===== config.mk =====
export PLATFORM = sky130hd
export DESIGN_NAME = serial_char_rx
export DESIGN_NICKNAME = d
export VERILOG_FILES = /design/src/rtl/rx_pkg.sv /design/src/rtl/rx_sync.sv /design/src/rtl/rx_timing.sv /design/src/rtl/rx_frame.sv /design/src/rtl/rx_status.sv /design/src/rtl/serial_char_rx.sv
export SDC_FILE = /design/constraint.sdc
export NUM_CORES = 1
export LEC_CHECK = 0
export BUFFER_PORTS_ARGS = -buffer_cell sky130_fd_sc_hd__buf_2
export CAP_MARGIN = 20
export CORE_ASPECT_RATIO = 1.25
export CORE_MARGIN = 5
export CORE_UTILIZATION = 45
export CTS_CLUSTER_SIZE = 10
export DETAILED_ROUTE_END_ITERATION = 8
export SLEW_MARGIN = 20
export SYNTH_ARGS = -nofsm -noshare
export SYNTH_HDL_FRONTEND = slang
export SYNTH_SLANG_ARGS = --single-unit

===== constraint.sdc =====
create_clock -name clk -period 3.7 [get_ports clk]
set_input_delay 0.74 -clock clk [delete_from_list [all_inputs] [get_ports clk]]
set_output_delay 0.74 -clock clk [all_outputs]
set_load 0.05 [all_outputs]

===== src/rtl/rx_pkg.sv =====
// Shared state encodings for the serial character receiver.
package rx_pkg;
    typedef enum logic [1:0] {TS_IDLE, TS_CONF, TS_RUN} tstate_t;
    typedef enum logic [1:0] {FS_IDLE, FS_DATA, FS_PAR, FS_STOP} fstate_t;
endpackage


===== src/rtl/rx_sync.sv =====
// Multi-stage synchronizer for a bundle of asynchronous inputs.
// Assumes each bit is independent; RST_VAL gives the idle level per bit.
module rx_sync #(
    parameter int WIDTH = 2,
    parameter int STAGES = 2,
    parameter logic [WIDTH-1:0] RST_VAL = '0
) (
    input  logic             clk,
    input  logic             rst_n,
    input  logic [WIDTH-1:0] d,
    output logic [WIDTH-1:0] q
);
    logic [WIDTH-1:0] stg [STAGES];

    for (genvar i = 0; i < STAGES; i++) begin : g_stage
        if (i == 0) begin : g_first
            // first capture stage
            always_ff @(posedge clk) begin
                if (!rst_n) stg[0] <= RST_VAL;
                else        stg[0] <= d;
            end
        end else begin : g_next
            // later settling stage
            always_ff @(posedge clk) begin
                if (!rst_n) stg[i] <= RST_VAL;
                else        stg[i] <= stg[i-1];
            end
        end
    end

    assign q = stg[STAGES-1];
endmodule


===== src/rtl/rx_timing.sv =====
// Bit timing: finds start bits and produces one strobe at the centre of
// each later bit. Asynchronous mode counts OVS ticks per bit and confirms
// the start bit on tick OVS/2. Synchronous mode strobes on every rising
// edge of the synchronized bit clock. Assumes inputs are synchronized and
// that the mode does not change during a frame.
module rx_timing
    import rx_pkg::*;
#(
    parameter int OVS = 16
) (
    input  logic clk,
    input  logic rst_n,
    input  logic sync_mode,
    input  logic tick,
    input  logic rxd_s,
    input  logic bclk_s,
    input  logic last_bit,
    output logic start_go,
    output logic bit_strobe
);
    localparam int CNT_W = $clog2(OVS);
    localparam logic [CNT_W-1:0] CONF_AT  = CNT_W'(OVS/2 - 1);
    localparam logic [CNT_W-1:0] LAST_CNT = CNT_W'(OVS - 1);

    tstate_t          st;
    logic [CNT_W-1:0] cnt;
    logic             bclk_d;
    logic             bclk_rise;

    // delayed copy of bit clock for edge detection
    always_ff @(posedge clk) begin
        if (!rst_n) bclk_d <= 1'b0;
        else        bclk_d <= bclk_s;
    end

    assign bclk_rise = bclk_s & ~bclk_d;

    // start acceptance and bit-centre strobe
    always_comb begin
        if (sync_mode)
            start_go = (st == TS_IDLE) && bclk_rise && !rxd_s;
        else
            start_go = (st == TS_CONF) && tick && (cnt == CONF_AT) && !rxd_s;
        bit_strobe = (st == TS_RUN) &&
                     (sync_mode ? bclk_rise : (tick && cnt == LAST_CNT));
    end

    // timing state and tick counter
    always_ff @(posedge clk) begin
        if (!rst_n) begin
            st  <= TS_IDLE;
            cnt <= '0;
        end else begin
            case (st)
                TS_IDLE: begin
                    if (sync_mode) begin
                        if (start_go) st <= TS_RUN;
                    end else if (tick && !rxd_s) begin
                        st  <= TS_CONF;
                        cnt <= CNT_W'(1);
                    end
                end
                TS_CONF: begin
                    if (tick) begin
                        if (cnt == CONF_AT) begin
                            st  <= rxd_s ? TS_IDLE : TS_RUN;
                            cnt <= '0;
                        end else begin
                            cnt <= cnt + 1'b1;
                        end
                    end
                end
                TS_RUN: begin
                    if (!sync_mode && tick)
                        cnt <= (cnt == LAST_CNT) ? '0 : cnt + 1'b1;
                    if (bit_strobe && last_bit)
                        st <= TS_IDLE;
                end
                default: st <= TS_IDLE;
            endcase
        end
    end

    // a start that reads high at the check point is abandoned
    a_r2_false_start: assert property (@(posedge clk) disable iff (!rst_n)
        (!sync_mode && st == TS_CONF && tick && cnt == CONF_AT && rxd_s)
        |=> (st == TS_IDLE));
    // asynchronous bit sampling happens only on a tick
    a_r3_strobe_on_tick: assert property (@(posedge clk) disable iff (!rst_n)
        (!sync_mode && bit_strobe) |-> tick);
    // synchronous sampling happens only on a bit clock rise
    a_r4_strobe_on_rise: assert property (@(posedge clk) disable iff (!rst_n)
        (sync_mode && bit_strobe) |-> $rose(bclk_s));
endmodule


===== src/rtl/rx_frame.sv =====
// Frame assembly: shifts in DATA_BITS data bits least significant first,
// takes an optional parity bit, then completes on the stop bit with a
// one-cycle done pulse, the data and the parity check result.
// Assumes one strobe per bit from the timing unit; DATA_BITS >= 2.
module rx_frame
    import rx_pkg::*;
#(
    parameter int DATA_BITS = 8
) (
    input  logic                 clk,
    input  logic                 rst_n,
    input  logic                 start_go,
    input  logic                 bit_strobe,
    input  logic                 rxd_s,
    input  logic                 parity_en,
    input  logic                 parity_odd,
    output logic                 last_bit,
    output logic                 done,
    output logic [DATA_BITS-1:0] data,
    output logic                 perr
);
    localparam int IDX_W = $clog2(DATA_BITS + 1);
    localparam logic [IDX_W-1:0] LAST_IDX = IDX_W'(DATA_BITS - 1);

    fstate_t              st;
    logic [IDX_W-1:0]     idx;
    logic [DATA_BITS-1:0] shreg;
    logic                 par_bit;

    assign last_bit = (st == FS_STOP);

    // frame sequencing, shifting and completion
    always_ff @(posedge clk) begin
        if (!rst_n) begin
            st      <= FS_IDLE;
            idx     <= '0;
            shreg   <= '0;
            par_bit <= 1'b0;
            done    <= 1'b0;
            data    <= '0;
            perr    <= 1'b0;
        end else begin
            done <= 1'b0;
            case (st)
                FS_IDLE: begin
                    if (start_go) begin
                        st  <= FS_DATA;
                        idx <= '0;
                    end
                end
                FS_DATA: begin
                    if (bit_strobe) begin
                        shreg <= {rxd_s, shreg[DATA_BITS-1:1]};
                        if (idx == LAST_IDX) st <= parity_en ? FS_PAR : FS_STOP;
                        else                 idx <= idx + 1'b1;
                    end
                end
                FS_PAR: begin
                    if (bit_strobe) begin
                        par_bit <= rxd_s;
                        st      <= FS_STOP;
                    end
                end
                FS_STOP: begin
                    if (bit_strobe) begin
                        done <= 1'b1;
                        data <= shreg;
                        perr <= parity_en & (^shreg ^ par_bit ^ parity_odd);
                        st   <= FS_IDLE;
                    end
                end
                default: st <= FS_IDLE;
            endcase
        end
    end

    // a stop-bit sample always yields a completion pulse
    a_r5_stop_completes: assert property (@(posedge clk) disable iff (!rst_n)
        (st == FS_STOP && bit_strobe) |=> done);
    // with parity off the data phase goes straight to the stop bit
    a_r3_no_parity_skip: assert property (@(posedge clk) disable iff (!rst_n)
        (st == FS_DATA && bit_strobe && idx == LAST_IDX && !parity_en)
        |=> (st == FS_STOP));
endmodule


===== src/rtl/rx_status.sv =====
// Holding register and status flags: ready, sticky overrun, sticky parity
// error, and the masked interrupt. Assumes done is a one-cycle pulse.
module rx_status #(
    parameter int DATA_BITS = 8
) (
    input  logic                 clk,
    input  logic                 rst_n,
    input  logic                 done,
    input  logic [DATA_BITS-1:0] data,
    input  logic                 frame_perr,
    input  logic                 hold_rd,
    input  logic                 clr_status,
    input  logic                 irq_en,
    output logic [DATA_BITS-1:0] rx_char,
    output logic                 rx_ready,
    output logic                 overrun,
    output logic                 parity_err,
    output logic                 irq
);
    // holding register and flag updates
    always_ff @(posedge clk) begin
        if (!rst_n) begin
            rx_char    <= '0;
            rx_ready   <= 1'b0;
            overrun    <= 1'b0;
            parity_err <= 1'b0;
        end else begin
            if (done) rx_char <= data;

            if (done)         rx_ready <= 1'b1;
            else if (hold_rd) rx_ready <= 1'b0;

            if (done && rx_ready && !hold_rd) overrun <= 1'b1;
            else if (clr_status)              overrun <= 1'b0;

            if (done && frame_perr) parity_err <= 1'b1;
            else if (clr_status)    parity_err <= 1'b0;
        end
    end

    // masked interrupt request
    assign irq = rx_ready & irq_en;

    // completion sets ready
    a_r5_ready_set: assert property (@(posedge clk) disable iff (!rst_n)
        done |=> rx_ready);
    // completion onto an unread character flags overrun
    a_r7_overrun_set: assert property (@(posedge clk) disable iff (!rst_n)
        (done && rx_ready && !hold_rd) |=> overrun);
    // a read with no new character clears ready
    a_r8_read_clears: assert property (@(posedge clk) disable iff (!rst_n)
        (hold_rd && !done) |=> !rx_ready);
    // overrun stays set until the status-clear strobe
    a_r9_overrun_sticky: assert property (@(posedge clk) disable iff (!rst_n)
        (overrun && !clr_status) |=> overrun);
    // status-clear without a new event drops both error flags
    a_r9_clear: assert property (@(posedge clk) disable iff (!rst_n)
        (clr_status && !done) |=> (!overrun && !parity_err));
endmodule


===== src/rtl/serial_char_rx.sv =====
// Dual-mode serial character receiver top. Synchronizes the line and the
// external bit clock, then chains timing, frame assembly and status.
// Assumes baud_tick is a one-cycle pulse at OVS times the bit rate and
// that the external bit clock is much slower than clk.
module serial_char_rx #(
    parameter int DATA_BITS = 8,
    parameter int OVS = 16
) (
    input  logic                 clk,
    input  logic                 rst_n,
    input  logic                 rxd,
    input  logic                 baud_tick,
    input  logic                 baud_clk,
    input  logic                 sync_mode,
    input  logic                 parity_en,
    input  logic                 parity_odd,
    input  logic                 hold_rd,
    input  logic                 clr_status,
    input  logic                 irq_en,
    output logic [DATA_BITS-1:0] rx_char,
    output logic                 rx_ready,
    output logic                 overrun,
    output logic                 parity_err,
    output logic                 irq
);
    logic [1:0]           sync_q;
    logic                 rxd_s;
    logic                 bclk_s;
    logic                 start_go;
    logic                 bit_strobe;
    logic                 last_bit;
    logic                 done;
    logic [DATA_BITS-1:0] data;
    logic                 frame_perr;

    rx_sync #(.WIDTH(2), .STAGES(2), .RST_VAL(2'b01)) u_sync (
        .clk   (clk),
        .rst_n (rst_n),
        .d     ({baud_clk, rxd}),
        .q     (sync_q)
    );

    assign rxd_s  = sync_q[0];
    assign bclk_s = sync_q[1];

    rx_timing #(.OVS(OVS)) u_timing (
        .clk        (clk),
        .rst_n      (rst_n),
        .sync_mode  (sync_mode),
        .tick       (baud_tick),
        .rxd_s      (rxd_s),
        .bclk_s     (bclk_s),
        .last_bit   (last_bit),
        .start_go   (start_go),
        .bit_strobe (bit_strobe)
    );

    rx_frame #(.DATA_BITS(DATA_BITS)) u_frame (
        .clk        (clk),
        .rst_n      (rst_n),
        .start_go   (start_go),
        .bit_strobe (bit_strobe),
        .rxd_s      (rxd_s),
        .parity_en  (parity_en),
        .parity_odd (parity_odd),
        .last_bit   (last_bit),
        .done       (done),
        .data       (data),
        .perr       (frame_perr)
    );

    rx_status #(.DATA_BITS(DATA_BITS)) u_status (
        .clk        (clk),
        .rst_n      (rst_n),
        .done       (done),
        .data       (data),
        .frame_perr (frame_perr),
        .hold_rd    (hold_rd),
        .clr_status (clr_status),
        .irq_en     (irq_en),
        .rx_char    (rx_char),
        .rx_ready   (rx_ready),
        .overrun    (overrun),
        .parity_err (parity_err),
        .irq        (irq)
    );

    // right after reset no flag is set
    a_r1_reset_clear: assert property (@(posedge clk)
        !rst_n |=> (!rx_ready && !overrun && !parity_err));
endmodule


---- After elaboration in Yosys (flattened, before gate mapping) ----
Memories as Yosys holds them, arrays and structs flattened.
Cells that the tools add are included.
storage, ports and cells
  bits in writable memories ............... 4
  word-level logic and storage cells ...... 117
  output and inout bits ................... 12
  input port bits ......................... 11
  memories kept ........................... 1
  bits in registers ....................... 43
memories
  name        depth  bits a word  rd ports  clocked after Yosys merged registers in  write ports  RTL line       text
  u_sync.stg  2      2            2         0                                        2            rx_sync.sv:13  logic [WIDTH-1:0] stg [STAGES];
operators by class
  reduce and logical (&&, ||, !) cells .... 32
  bitwise gates (word level) .............. 8
  add/subtract/negate cells ............... 2
  eq/ne operators ......................... 22
  muxes and demuxes ....................... 38
operators by type and width
  kind                 number
  $mux 4               9
  $mux 2               14
  $ne 2x2->1 const B   11
  $reduce_and 5->1     3
  $logic_and 1x1->1    13
  $pmux 4 s3           1
  $mux 1               11
  $add 4x1->4 const B  2
  $eq 4x3->1 const B   2
  $pmux 2 s4           1
  $pmux 4 s2           1
  $reduce_and 2->1     4
  $reduce_bool 2->1    4
  $reduce_xor 8->1     1
  $eq 2x2->1 const B   3
  $ne 3x3->1 const B   2
  $pmux 2 s3           1
  $eq 2x1->1 const B   2
  $eq 4x4->1 const B   1
  $logic_not 2->1      2
  $reduce_and 4->1     1
  $and 1x1->1          3
  $logic_not 1->1      3
  $reduce_bool 3->1    1
  other kinds (4)      6

---- Logic depth before layout (Yosys ltp) ----
Gate-level depths: netlist (run 1).
  depth after elaboration ................. 8
  mapped depth ............................ 8
  gate-level depth less buffers ........... 7

---- Modules after synthesis ----
Synthesis (run 1) repeated with hierarchy kept, for this count alone.
second synthesis, totals
  cell total of the unflattened synthesis .. 250
  area, all modules ....................... 2312.2 µm²
modules (own cells, without submodules)
  module     times used  seq. area each (µm²)  cells an instance  area each (µm²)
  rx_frame   1           500.5                 133                1178.6
  rx_timing  1           140.1                 72                 608.1
  rx_status  1           220.2                 37                 420.4
  rx_sync    1           80.1                  8                  105.1

---- Least setup slack after synthesis (run 1) ----
No wires, ideal clock.
  kind .................................... input to register
  start point ............................. in sync_mode
  end point ............................... reg u_frame.idx[3]
  library setup time ...................... 0.123 ns
  arrival ................................. 2.236 ns
  required time ........................... 3.577 ns
  setup slack ............................. 1.341 ns
  path buffers ............................ 1
  cell stages on the path ................. 6
  cell sequence ........................... buf_6 nand3b_4 or4_4 a211oi_4 nand4_1 mux2_1
on the way
  longest elaborated chain between the ends .. 4
  elaborated cells on any way between the ends .. 6
  those cells by class .................... eq/ne (2); mux (2); reduce/logical (2)
ends and longest elaborated chain
  item                                   RTL line              text
  start: declaration                     serial_char_rx.sv:14  input logic sync_mode,
  $mux 1                                 rx_timing.sv:45       (sync_mode ? bclk_rise : (tick && cnt == LAST_CNT));
  $logic_and 1x1->1                      rx_timing.sv:44       bit_strobe = (st == TS_RUN) &&
  $ne 2x2->1 (no source line)            --
  $reduce_and 4->1 (no source line) (*)  --
  end signal: assignment                 rx_frame.sv:55        else idx <= idx + 1'b1;
  end: declaration                       rx_frame.sv:26        logic [IDX_W-1:0] idx;
Mark *: on every way between the ends. The rest lies on a longest branch, timed or not.
A chain may end at the register's enable or synchronous reset.

---- Worst setup path in the final report (run 1) ----
  start point ............................. reg u_timing.st[0]
  end point ............................... reg u_frame.idx[3]
on the way
  longest elaborated chain between the ends .. 7
  elaborated cells on any way between the ends .. 13
  those cells by class .................... eq/ne (4); mux (1); reduce/logical (8)
ends and longest elaborated chain
  item                                   RTL line         text
  start: declaration                     rx_timing.sv:25  tstate_t st;
  start signal: assignment               rx_timing.sv:66  st <= rxd_s ? TS_IDLE : TS_RUN;
  $eq 2x1->1                             rx_timing.sv:43  start_go = (st == TS_CONF) && tick && (cnt == CONF_AT) && !rxd_s;
  $logic_and 1x1->1 (3 in series)        rx_timing.sv:43
  $mux 1                                 rx_timing.sv:40  if (sync_mode)
  $ne 2x2->1 (no source line)            --
  $reduce_and 4->1 (no source line) (*)  --
Marked as above.

==> flow_summary_export.csv, run 1 <==
group,metric,value,unit
floorplan,initial_utilization,0.467,
synthesis,post-synth-top-area-cell,"sky130_fd_sc_hd__dfxtp_1",
global_routing,grt_overflow_total,0,
timing,final-hold-violation-count,0,
floorplan,die_w,73.1,µm
timing,worst_slew_margin_rel,0.581,
setup_path,critPathRequiredTime,3.88,ns
clock_tree,clock_tree_from_tritoncts,"built",
routing,vias,1607,
setup_path,dominant_cell_type_by_count_on_the_critical_path,"sky130_fd_sc_hd__inv_1",
synthesis,synth_ff_type,"sky130_fd_sc_hd__dfxtp_1",
setup_path,beginning_of_the_worst_register_to_register_path,"u_timing.st[0]",
final_layout,finish.utilization,0.516,
final_layout,drive_gt1_frac,0.159,
pwr,cellPowerDensity,492,nW/µm²
clock_tree,cts-resized-gates,0,
hold_path,min-delay-start,"u_sync.stg[0][0]",
hold_path,timing.hold.worst.class,"flop to flop",
clock_tree,cts_root_buf,"sky130_fd_sc_hd__clkbuf_8",
setup_path,worstRegToRegCells,7,
synthesis,synth_largest_type_area_fraction,0.420,
routing,viasPerCell,5.15,
setup_path,setup.worst_path.class,"flop to flop",
final_layout,fin_nets,271,
synthesis,post_synth_num_cell_types,50,
setup_path,worst_r2r_endpoint,"u_frame.idx[3]",
routing,antenna_left,0,
setup_path,cp_slowest_cell,"sky130_fd_sc_hd__or4_4",
synthesis,syn-num-nets,251,
setup_path,cp.arrival,2.52,ns
routing,drt_initial_violations,77,
timing,finClkSkew,0.00869,ns
setup_path,cp-end-kind,"flop",
clock_tree,ctsHtreeMaxLevel,2,
floorplan,design.portCount,23,
outcome,run_status,"complete, no violations",
timing,timing.final.crit_period,2.34,ns
setup_path,crit_fanout,9,
routing,detail_route.wl_per_cell,12.8,µm
setup_path,max_stage_delay,0.55,ns
clock_tree,postCtsHoldBufs,0,
synthesis,number_of_storage_elements_in_the_synthesis_netlist,47,
synthesis,synth.avg_cell_area,9.70,µm²
routing,post-route-drc-count,0,
placement,place_congestion,0.801,
synthesis,ys.warnings.count,0,
timing,max_freq,427,MHz
placement,port_buffers,22,
floorplan,die_y,88.9,µm
clock_tree,insertion_delay,0.30,ns
timing,final_max_slew_viol_count,0,
clock_tree,cts-buffers-inserted,5,
global_routing,antenna_found_initial,0,
timing,rsz0062_at_grt,"false",
job,max_cap_violations,0,
final_layout,layout-area-overhead-vs-synth,10.6,%
synthesis,synth_area,2240,µm²
timing,tightest_slew,0.628,ns
clock_tree,cts_setup_buffers,0,
placement,dp_hpwl,2890,µm
pwr,worst_ir_drop_vdd,0.218,mV
global_routing,vias_in_the_first_global_route,1557,
routing,drt-total-wl,3990,µm
global_routing,first_pass_grt_wire_length,6870,µm
floorplan,die-area,6500,µm²
global_routing,grt_max_degree,36,
setup_path,cp_cell_sequence,"inv_1 > ha_1 > inv_1 > or4_4 > a211oi_4 > nand4_1 > mux2_1",
synthesis,async_reset_ff_frac,0,
synthesis,syn_inst,231,
synthesis,synth_edf_count,0,
final_layout,filler_cell_count,460,
timing,totalNegativeSetupSlack,0,ns
clock_tree,cts.path.max_buffers,2,
hold_path,whs_path_depth,1,
pwr,total_leakage_power,1.09,nW
hold_path,timing.hold.worst_endpoint,"u_sync.stg[1][0]",
clock_tree,clock-sinks,47,
timing,setup_viol,0,
timing,final.period_utilization,0.633,
global_routing,grt.total_usage,0.132,
synthesis,seq_area_frac_synth,0.420,
clock_tree,cts.clk_slew.worst_paths,0.09,ns
setup_path,r2r_slack,1.36,ns
final_layout,n_antenna_cell,0,
floorplan,core_area,4800,µm²
setup_path,setup.worst_path.start_class,"flop",
floorplan,rows,28,
synthesis,post_synth_main_area_contributors,"sky130_fd_sc_hd__dfxtp_1, sky130_fd_sc_hd__mux2i_1, sky130_fd_sc_hd__nor2_1, sky130_fd_sc_hd__ha_1, sky130_fd_sc_hd__xnor2_1",
routing,drt_first_pass_iters,4,
==> area by class of cell <==
cell class                      count  area (µm²)  share of cell area
Multi-Input combinational cell    163        1210               0.489
Sequential cell                    47         941               0.380
Timing Repair Buffer               22         110              0.0445
Clock buffer                        7        86.3              0.0349
Tap cell                           60        75.1              0.0303
Inverter                           12        45.0              0.0182
Clock inverter                      1        8.76             0.00354
==> how the worst max path moves through the flow <==
stage,start,end,slack [ns],depth (start not counted)
2_1_floorplan,sync_mode,u_frame.idx[3],1.34,6
3_3_place_gp,sync_mode,u_frame.perr,1.23,6
3_5_place_dp,sync_mode,u_frame.perr,1.19,6
4_1_cts,u_timing.st[0],u_frame.idx[3],1.35,7
5_1_grt,u_timing.cnt[0],u_frame.perr,1.23,6
6_report,u_timing.st[0],u_frame.idx[3],1.36,7
==> through the flow <==
step	total power [W]	hold slack, ns	setup slack [ns]	instances	area, µm²
floorplan	0.000849	0.386	1.34	231	2240
global placement	0.000912	0.399	1.23	304	2380
detailed placement	0.000915	0.394	1.19	304	2380
CTS	0.00124	0.412	1.35	312	2480
global route	0.00130	0.443	1.23	312	2480
finish	0.00122	0.401	1.36	312	2480
==> state kept, by name (all words and copies together), names as in the netlist <==
name                 flops
u_status.rx_ready        1
u_frame.par_bit          1
u_timing.bclk_d          1
u_status.rx_char         8
u_frame.idx              4
u_frame.data             8
u_frame.done             1
u_frame.st               2
u_sync.stg               4
u_frame.shreg            8
u_frame.perr             1
u_status.parity_err      1
u_status.overrun         1
u_timing.st              2
u_timing.cnt             4
==> layout by cell type (no fill, tap or decap), types with 5 or more instances in the layout <==
cell and count:
sky130_fd_sc_hd__nor2b_1 5, sky130_fd_sc_hd__nor2_1 39, sky130_fd_sc_hd__inv_1 11, sky130_fd_sc_hd__nand2_1 6
sky130_fd_sc_hd__a21oi_1 6, sky130_fd_sc_hd__buf_2 22, sky130_fd_sc_hd__dfxtp_1 47, sky130_fd_sc_hd__ha_1 9
sky130_fd_sc_hd__xnor2_1 7, sky130_fd_sc_hd__nand3_1 8, sky130_fd_sc_hd__clkbuf_8 6, sky130_fd_sc_hd__mux2i_1 28
==> worst max-delay path, delay by kind of cell (launching register included) <==
kind	cells	cell delay (ns)
adders and majority gates	1	0.35
AOI/OAI and AO/OA	1	0.33
buffers and inverters	2	0.18
and+or+nand+nor	2	0.70
muxes	1	0.32
DFF	1	0.34
==> where the power goes <==
part	leakage, nW	total [W]	switching (W)	internal [W]
logic	0.665	0.000341	0.000197	0.000143
clock network	0.0484	0.000322	0.000169	0.000153
registers	0.380	0.000557	0.0000240	0.000533
==> per-layer routing <==
metal	track usage	part of all wire	up-vias
li1	-	-	839
met1	0.156	0.47	746
met2	0.225	0.49	16
met3	0.0341	0.027	6
met4	0.0570	0.016	0
met5	0	0	-
==> cell usage after synthesis (all sizes together) (2+ instances only) <==
cell type,instances
a211oi,2
dfxtp,47
o21a,2
a21oi,6
and2,4
o21ai,7
nor2,39
mux2i,28
nand2b,4
nand3b,4
nand2,6
buf,4
ha,9
clkbuf,5
o221a,3
inv,12
a221oi,2
or3,3
nor2b,5
nand4b,2
nand3,8
xnor2,7
a21bo,3
==> kinds of logic (layout without fill, tap and decap cells) <==
logic type / after synthesis / after routing / share of synthesized area
buf+inv: 21 / 42 / 0.0397
xor+xnor: 9 / 9 / 0.0413
mux: 29 / 29 / 0.130
flops: 47 / 47 / 0.420
fa+ha+maj: 9 / 9 / 0.0503
simple gates: 83 / 83 / 0.198
compound gates: 33 / 33 / 0.121
Note: power is estimated with default switching activity, not from simulation.
==> run 2, diff against run 1 <==
==> constraint.sdc (replaced) <==
create_clock -name clk -period 2.3 [get_ports clk]
set_input_delay 0.46 -clock clk [delete_from_list [all_inputs] [get_ports clk]]
set_output_delay 0.46 -clock clk [all_outputs]
set_load 0.05 [all_outputs]
==> run 2 against run 1 <==
Net effect:
- sequential share of layout area decreased by 0.68 points
- global-route usage increased by 0.13 points
- critical endpoint unchanged
- core utilization is 0.94 points higher
- first-iteration DRC count fell by 35%
- clock-buffer cell count unchanged
- design area grew 1.8%
- die area unchanged
==> flow_summary_export.csv, run 2 (synthesis gave the netlist of run 1 again) <==
group,metric,value,unit
routing,wl_met1,1870,µm
clock_tree,cts-resized-gates,0,
outcome,run_status,"complete, no violations",
timing,final.period_utilization,0.916,
final_layout,layout-area-overhead-vs-synth,12.6,%
timing,final_max_slew_viol_count,0,
routing,met2_wirelength,1890,µm
routing,topRoutingLayerUsed,"met4",
placement,dp_hpwl,2900,µm
timing,final-hold-violation-count,0,
pwr,cellPowerDensity,786,nW/µm²
pwr,switchingPower,0.000629,W
final_layout,fin_nets,277,
setup_path,worstSetupStartpoint,"u_timing.cnt[0]",
global_routing,first_pass_grt_wire_length,6750,µm
setup_path,cp-end-kind,"flop",
timing,totalNegativeSetupSlack,0,ns
routing,antenna_left,0,
clock_tree,insertion_delay,0.29,ns
final_layout,filler_cell_count,463,
pwr,p_int,0.00135,W
timing,finClkSkew,0.00443,ns
routing,wl_met3,133,µm
placement,place_congestion,0.779,
floorplan,core_area,4800,µm²
setup_path,cp.arrival,2.29,ns
routing,detail_route.wl_per_cell,12.6,µm
clock_tree,postCtsHoldBufs,0,
setup_path,worst_setup_path_endpoint,"u_frame.idx[3]",
global_routing,grt.total_usage,0.134,
final_layout,top_flop_regs,"u_frame.data: 8 flops, u_frame.shreg: 8 flops, u_status.rx_char: 8 flops",
clock_tree,cts_setup_buffers,0,
hold_path,timing.hold.worst.class,"primary input to flop",
routing,drt_first_pass_iters,4,
floorplan,rows,28,
routing,drt-total-wl,4000,µm
clock_tree,cts.path.max_buffers,2,
clock_tree,cts.clk_slew.worst_paths,0.08,ns
global_routing,grt_overflow_total,0,
routing,viasPerCell,5.16,
setup_path,critPathRequiredTime,2.48,ns
timing,max_freq,475,MHz
setup_path,worst_r2r_endpoint,"u_frame.idx[3]",
final_layout,finish.utilization,0.525,
pwr,reg_power_frac,0.452,
clock_tree,ctsHtreeMaxLevel,2,
clock_tree,clock_tree_from_tritoncts,"built",
pwr,clock_network_power_share,0.257,
final_layout,layout_commonest_cell,"sky130_fd_sc_hd__dfxtp_1",
floorplan,initial_utilization,0.467,
routing,post-route-drc-count,0,
floorplan,die_y,88.9,µm
timing,setup_viol,0,
final_layout,drive_gt1_frac,0.178,
placement,port_buffers,22,
clock_tree,cts_root_buf,"sky130_fd_sc_hd__clkbuf_8",
routing,drt_initial_violations,50,
setup_path,crit_fanout,7,
final_layout,n_antenna_cell,0,
setup_path,setup.worst_path.class,"flop to flop",
timing,tightest_slew,0.578,ns
global_routing,grt_max_degree,35,
floorplan,design.portCount,23,
pwr,combinationalPowerShare,0.291,
setup_path,beginning_of_the_worst_register_to_register_path,"u_timing.cnt[0]",
routing,vias,1641,
pwr,power.switching_fraction,0.318,
setup_path,worstRegToRegCells,6,
setup_path,r2r_slack,0.19,ns
clock_tree,cts-buffers-inserted,5,
pwr,total_leakage_power,1.12,nW
timing,worst_slew_margin_rel,0.614,
final_layout,layout_common_cells,"sky130_fd_sc_hd__dfxtp_1, sky130_fd_sc_hd__nor2_1, sky130_fd_sc_hd__mux2i_1, sky130_fd_sc_hd__buf_2, sky130_fd_sc_hd__inv_1",
pwr,worst_ir_drop_vdd,0.406,mV
timing,rsz0062_at_grt,"false",
global_routing,vias_in_the_first_global_route,1494,
global_routing,antenna_found_initial,0,
setup_path,setup.worst_path.start_class,"flop",
floorplan,die-area,6500,µm²
floorplan,die_w,73.1,µm
job,max_cap_violations,0,
clock_tree,clock-sinks,47,
timing,timing.final.crit_period,2.11,ns
==> run 2: cell count changes in the layout (fill, tap and decap cells not counted) <==
cell,previous run,this run
sky130_fd_sc_hd__buf_4,0,6
==> run 2: power by group through the flow <==
stage	logic [W]	registers (W)	clock network, W
final	0.000576	0.000896	0.000509
after global routing	0.000657	0.000902	0.000580
after CTS	0.000580	0.000896	0.000538
after detailed placement	0.000578	0.000914	0
after global placement	0.000578	0.000913	0
after floorplan	0.000461	0.000905	0
==> run 2: area by class of cell <==
type | instances | area [µm²] | share of cell area
sequential | 47 | 941 | 0.373
inverter | 12 | 45.0 | 0.0179
clock buffer | 7 | 86.3 | 0.0342
multi-input combinational | 163 | 1210 | 0.480
tap | 60 | 75.1 | 0.0298
clock inverter | 1 | 8.76 | 0.00347
timing repair buffer | 28 | 155 | 0.0615
==> run 2: metal layers <==
metal	vias to the layer above	GRT usage
li1	850	-
met1	761	0.161
met2	22	0.219
met3	8	0.0318
met4	0	0.0705
met5	-	0
==> run 2: worst min-delay path by stage <==
stage | start | end | slack [ns] | cells past startpoint
after floorplan | u_sync.stg[0][0] | u_sync.stg[1][0] | 0.39 | 1
after global placement | u_sync.stg[0][0] | u_sync.stg[1][0] | 0.39 | 1
after detailed placement | u_sync.stg[0][0] | u_sync.stg[1][0] | 0.40 | 1
after CTS | rxd | u_sync.stg[0][0] | 0.33 | 2
after global routing | rxd | u_sync.stg[0][0] | 0.34 | 2
final | rxd | u_sync.stg[0][0] | 0.34 | 2
==> run 2: metrics by stage <==
stage / cells / hold WS [ns] / instance area [µm²] / power (W) / setup slack, ns
floorplan: 231 / 0.386 / 2240 / 0.00137 / 0.187
global route: 318 / 0.344 / 2520 / 0.00214 / 0.0183
CTS: 318 / 0.331 / 2520 / 0.00201 / 0.197
detailed placement: 310 / 0.402 / 2430 / 0.00149 / 0.221
global placement: 310 / 0.392 / 2430 / 0.00149 / 0.243
finish: 318 / 0.344 / 2520 / 0.00198 / 0.193
==> run 2: critical path, cell delays in order (launching register included) <==
cell	delay, ns
sky130_fd_sc_hd__dfxtp_1	0.38
sky130_fd_sc_hd__ha_1	0.28
sky130_fd_sc_hd__nand2_1	0.13
sky130_fd_sc_hd__or4_4	0.54
sky130_fd_sc_hd__a211oi_4	0.22
sky130_fd_sc_hd__nand4_1	0.13
sky130_fd_sc_hd__mux2_1	0.31
==> run 3, diff against run 2 <==
--- a/config.mk
+++ b/config.mk
@@ -8,7 +8,7 @@
 export BUFFER_PORTS_ARGS = -buffer_cell sky130_fd_sc_hd__buf_2
 export CAP_MARGIN = 20
 export CORE_ASPECT_RATIO = 1.25
-export CORE_MARGIN = 5
+export CORE_MARGIN = 4
 export CORE_UTILIZATION = 45
 export CTS_CLUSTER_SIZE = 10
 export DETAILED_ROUTE_END_ITERATION = 8
==> constraint.sdc (replaced) <==
create_clock -name clk -period 2.57 [get_ports clk]
set_input_delay 0.514 -clock clk [delete_from_list [all_inputs] [get_ports clk]]
set_output_delay 0.514 -clock clk [all_outputs]
set_load 0.05 [all_outputs]
==> run 3 against run 2 <==
Net effect:
- non-clock buffer count shrank 3
- flip-flop and latch count is the same
- largest power group unchanged
- global-route usage grew 0.43 points
- highest routed layer unchanged
- clock-buffer cell count shrank 1
- clock power shrank 11%
- cell count shrank 1.3%
- critical path type unchanged
- core utilization shrank 0.17 points
- register-to-register slack gained 0.14 ns
- die area shrank 4.9%
- worst hold slack gained 0.055 ns
==> flow_summary_export.csv, run 3 (synthesis gave the netlist of run 1 again) <==
group,metric,value,unit
global_routing,antenna_found_initial,0,
routing,vias,1612,
placement,minimum_setup_slack_after_placement,0.302,ns
floorplan,die_w,71.1,µm
floorplan,rows,28,
pwr,total_leakage_power,1.11,nW
clock_tree,clock_tree_from_tritoncts,"built",
clock_tree,clock-sinks,47,
setup_path,max_stage_delay,0.54,ns
routing,antenna_left,0,
setup_path,setup.worst_path.start_class,"flop",
outcome,run_status,"complete, no violations",
setup_path,critPathRequiredTime,2.75,ns
routing,met2_wirelength,1970,µm
final_layout,layout_commonest_cell,"sky130_fd_sc_hd__dfxtp_1",
timing,tightest_slew,0.585,ns
setup_path,crit_cells,6,
timing,final.period_utilization,0.869,
placement,port_buffers,22,
routing,viasPerCell,5.13,
final_layout,postLayoutCellArea,2490,µm²
routing,detail_route.wl_per_cell,12.7,µm
job,max_cap_violations,0,
placement,placedInstanceArea,2400,µm²
routing,drt_initial_violations,59,
hold_path,timing.hold.worst.class,"primary input to flop",
clock_tree,cts-buffers-inserted,5,
setup_path,timing.critical_path.buf_inv,0,
timing,timing.final.crit_period,2.23,ns
pwr,cellPowerDensity,707,nW/µm²
final_layout,filler_cell_count,475,
routing,wl_met3,112,µm
placement,dp_hpwl,2890,µm
setup_path,cp.arrival,2.41,ns
final_layout,layout-area-overhead-vs-synth,11.4,%
pwr,worst_ir_drop_vdd,0.351,mV
floorplan,die-area,6180,µm²
global_routing,grt_overflow_total,0,
clock_tree,cts_root_buf,"sky130_fd_sc_hd__clkbuf_8",
floorplan,initial_utilization,0.470,
routing,drt-total-wl,3990,µm
timing,rsz0062_at_grt,"false",
hold_path,timing.hold.worst_endpoint,"u_sync.stg[0][0]",
hold_path,min-delay-start,"rxd",
setup_path,beginning_of_the_worst_register_to_register_path,"u_timing.cnt[0]",
routing,post-route-drc-count,0,
clock_tree,cts-resized-gates,0,
global_routing,first_pass_grt_wire_length,6800,µm
timing,post-route-worst-setup-slack,0.336,ns
routing,drt_first_pass_iters,4,
floorplan,design.portCount,23,
setup_path,critPathTopFamily,"simple AND/OR/NAND/NOR gates",
global_routing,vias_in_the_first_global_route,1529,
setup_path,crit_fanout,7,
setup_path,worst_r2r_endpoint,"u_frame.idx[3]",
pwr,totalPowerFinal,0.00176,W
floorplan,core_area,4760,µm²
timing,worst_slew_margin_rel,0.610,
setup_path,cp_cell_sequence,"ha_1 > nand2_1 > or4_4 > a211oi_4 > nand4_1 > mux2_1",
clock_tree,postCtsHoldBufs,0,
hold_path,whs_path_depth,2,
timing,totalNegativeSetupSlack,0,ns
final_layout,drive_gt1_frac,0.169,
timing,finClkSkew,0.00724,ns
setup_path,worstRegToRegCells,6,
final_layout,ff_latch_area,941,µm²
global_routing,grt_max_degree,22,
setup_path,setup.worst_path.class,"flop to flop",
placement,post-place-cells,307,
timing,final-hold-violation-count,0,
timing,setup_viol,0,
final_layout,area_of_the_multi_input_gates,1210,µm²
final_layout,layout_common_cells,"sky130_fd_sc_hd__dfxtp_1, sky130_fd_sc_hd__nor2_1, sky130_fd_sc_hd__mux2i_1, sky130_fd_sc_hd__buf_2, sky130_fd_sc_hd__inv_1",
clock_tree,cts_setup_buffers,0,
timing,final_max_slew_viol_count,0,
clock_tree,cts.path.max_buffers,2,
routing,topRoutingLayerUsed,"met4",
setup_path,cp_slowest_cell,"sky130_fd_sc_hd__or4_4",
global_routing,grt.total_usage,0.138,
timing,max_freq,448,MHz
floorplan,die_y,86.9,µm
final_layout,instances_no_fill,314,
routing,wl_met1,1850,µm
final_layout,fin_nets,274,
clock_tree,ctsHtreeMaxLevel,2,
setup_path,r2r_slack,0.34,ns
setup_path,cp-end-kind,"flop",
setup_path,worstSetupStartpoint,"u_timing.cnt[0]",
final_layout,top_flop_regs,"u_frame.data: 8 flops, u_frame.shreg: 8 flops, u_status.rx_char: 8 flops",
clock_tree,insertion_delay,0.29,ns
final_layout,n_antenna_cell,0,
clock_tree,cts.clk_slew.worst_paths,0.08,ns
placement,place_congestion,0.816,
==> run 3: cell count changes in the layout (fill, tap and decap cells not counted) <==
cell and change:
sky130_fd_sc_hd__buf_4 -3, sky130_fd_sc_hd__clkbuf_1 -1, sky130_fd_sc_hd__clkinv_4 -1, sky130_fd_sc_hd__inv_6 +1
==> run 3: power breakdown <==
group / leakage, nW / total, W / switching [W] / internal (W)
Clock: 0.0477 / 0.000451 / 0.000234 / 0.000216
Combinational: 0.679 / 0.000510 / 0.000293 / 0.000217
Sequential: 0.380 / 0.000803 / 0.0000356 / 0.000767
==> run 3: area by class of cell <==
class                           count  area share
Clock buffer                        6      0.0331
Clock inverter                      1     0.00351
Inverter                           12      0.0181
Multi-Input combinational cell    163       0.485
Sequential cell                    47       0.377
Tap cell                           60      0.0301
Timing Repair Buffer               25      0.0532
==> run 3: worst register-to-register path, cell delays in order, from the launching register on <==
cell	delay, ns
sky130_fd_sc_hd__dfxtp_1	0.38
sky130_fd_sc_hd__ha_1	0.28
sky130_fd_sc_hd__nand2_1	0.13
sky130_fd_sc_hd__or4_4	0.54
sky130_fd_sc_hd__a211oi_4	0.33
sky130_fd_sc_hd__nand4_1	0.15
sky130_fd_sc_hd__mux2_1	0.32
==> run 3: how the worst max path moves through the flow <==
stage | endpoint | slack [ns]
finish | u_frame.idx[3] | 0.34
global route | u_frame.idx[3] | 0.23
CTS | u_frame.idx[3] | 0.35
detailed placement | u_frame.idx[3] | 0.30
global placement | u_frame.idx[3] | 0.33
floorplan | u_frame.idx[3] | 0.44
==> run 3: stage by stage <==
step            util  hold slack (ns)
2_1_floorplan      -            0.386
3_3_place_gp   0.504            0.388
3_5_place_dp   0.504            0.393
4_1_cts        0.524            0.388
5_1_grt        0.524            0.391
6_report       0.524            0.399
==> run 3: routing by layer <==
metal / up-vias / GRT usage
met4: 0 / 0.0615
li1: 842 / -
met5: - / 0
met3: 5 / 0.0358
met1: 747 / 0.162
met2: 18 / 0.235
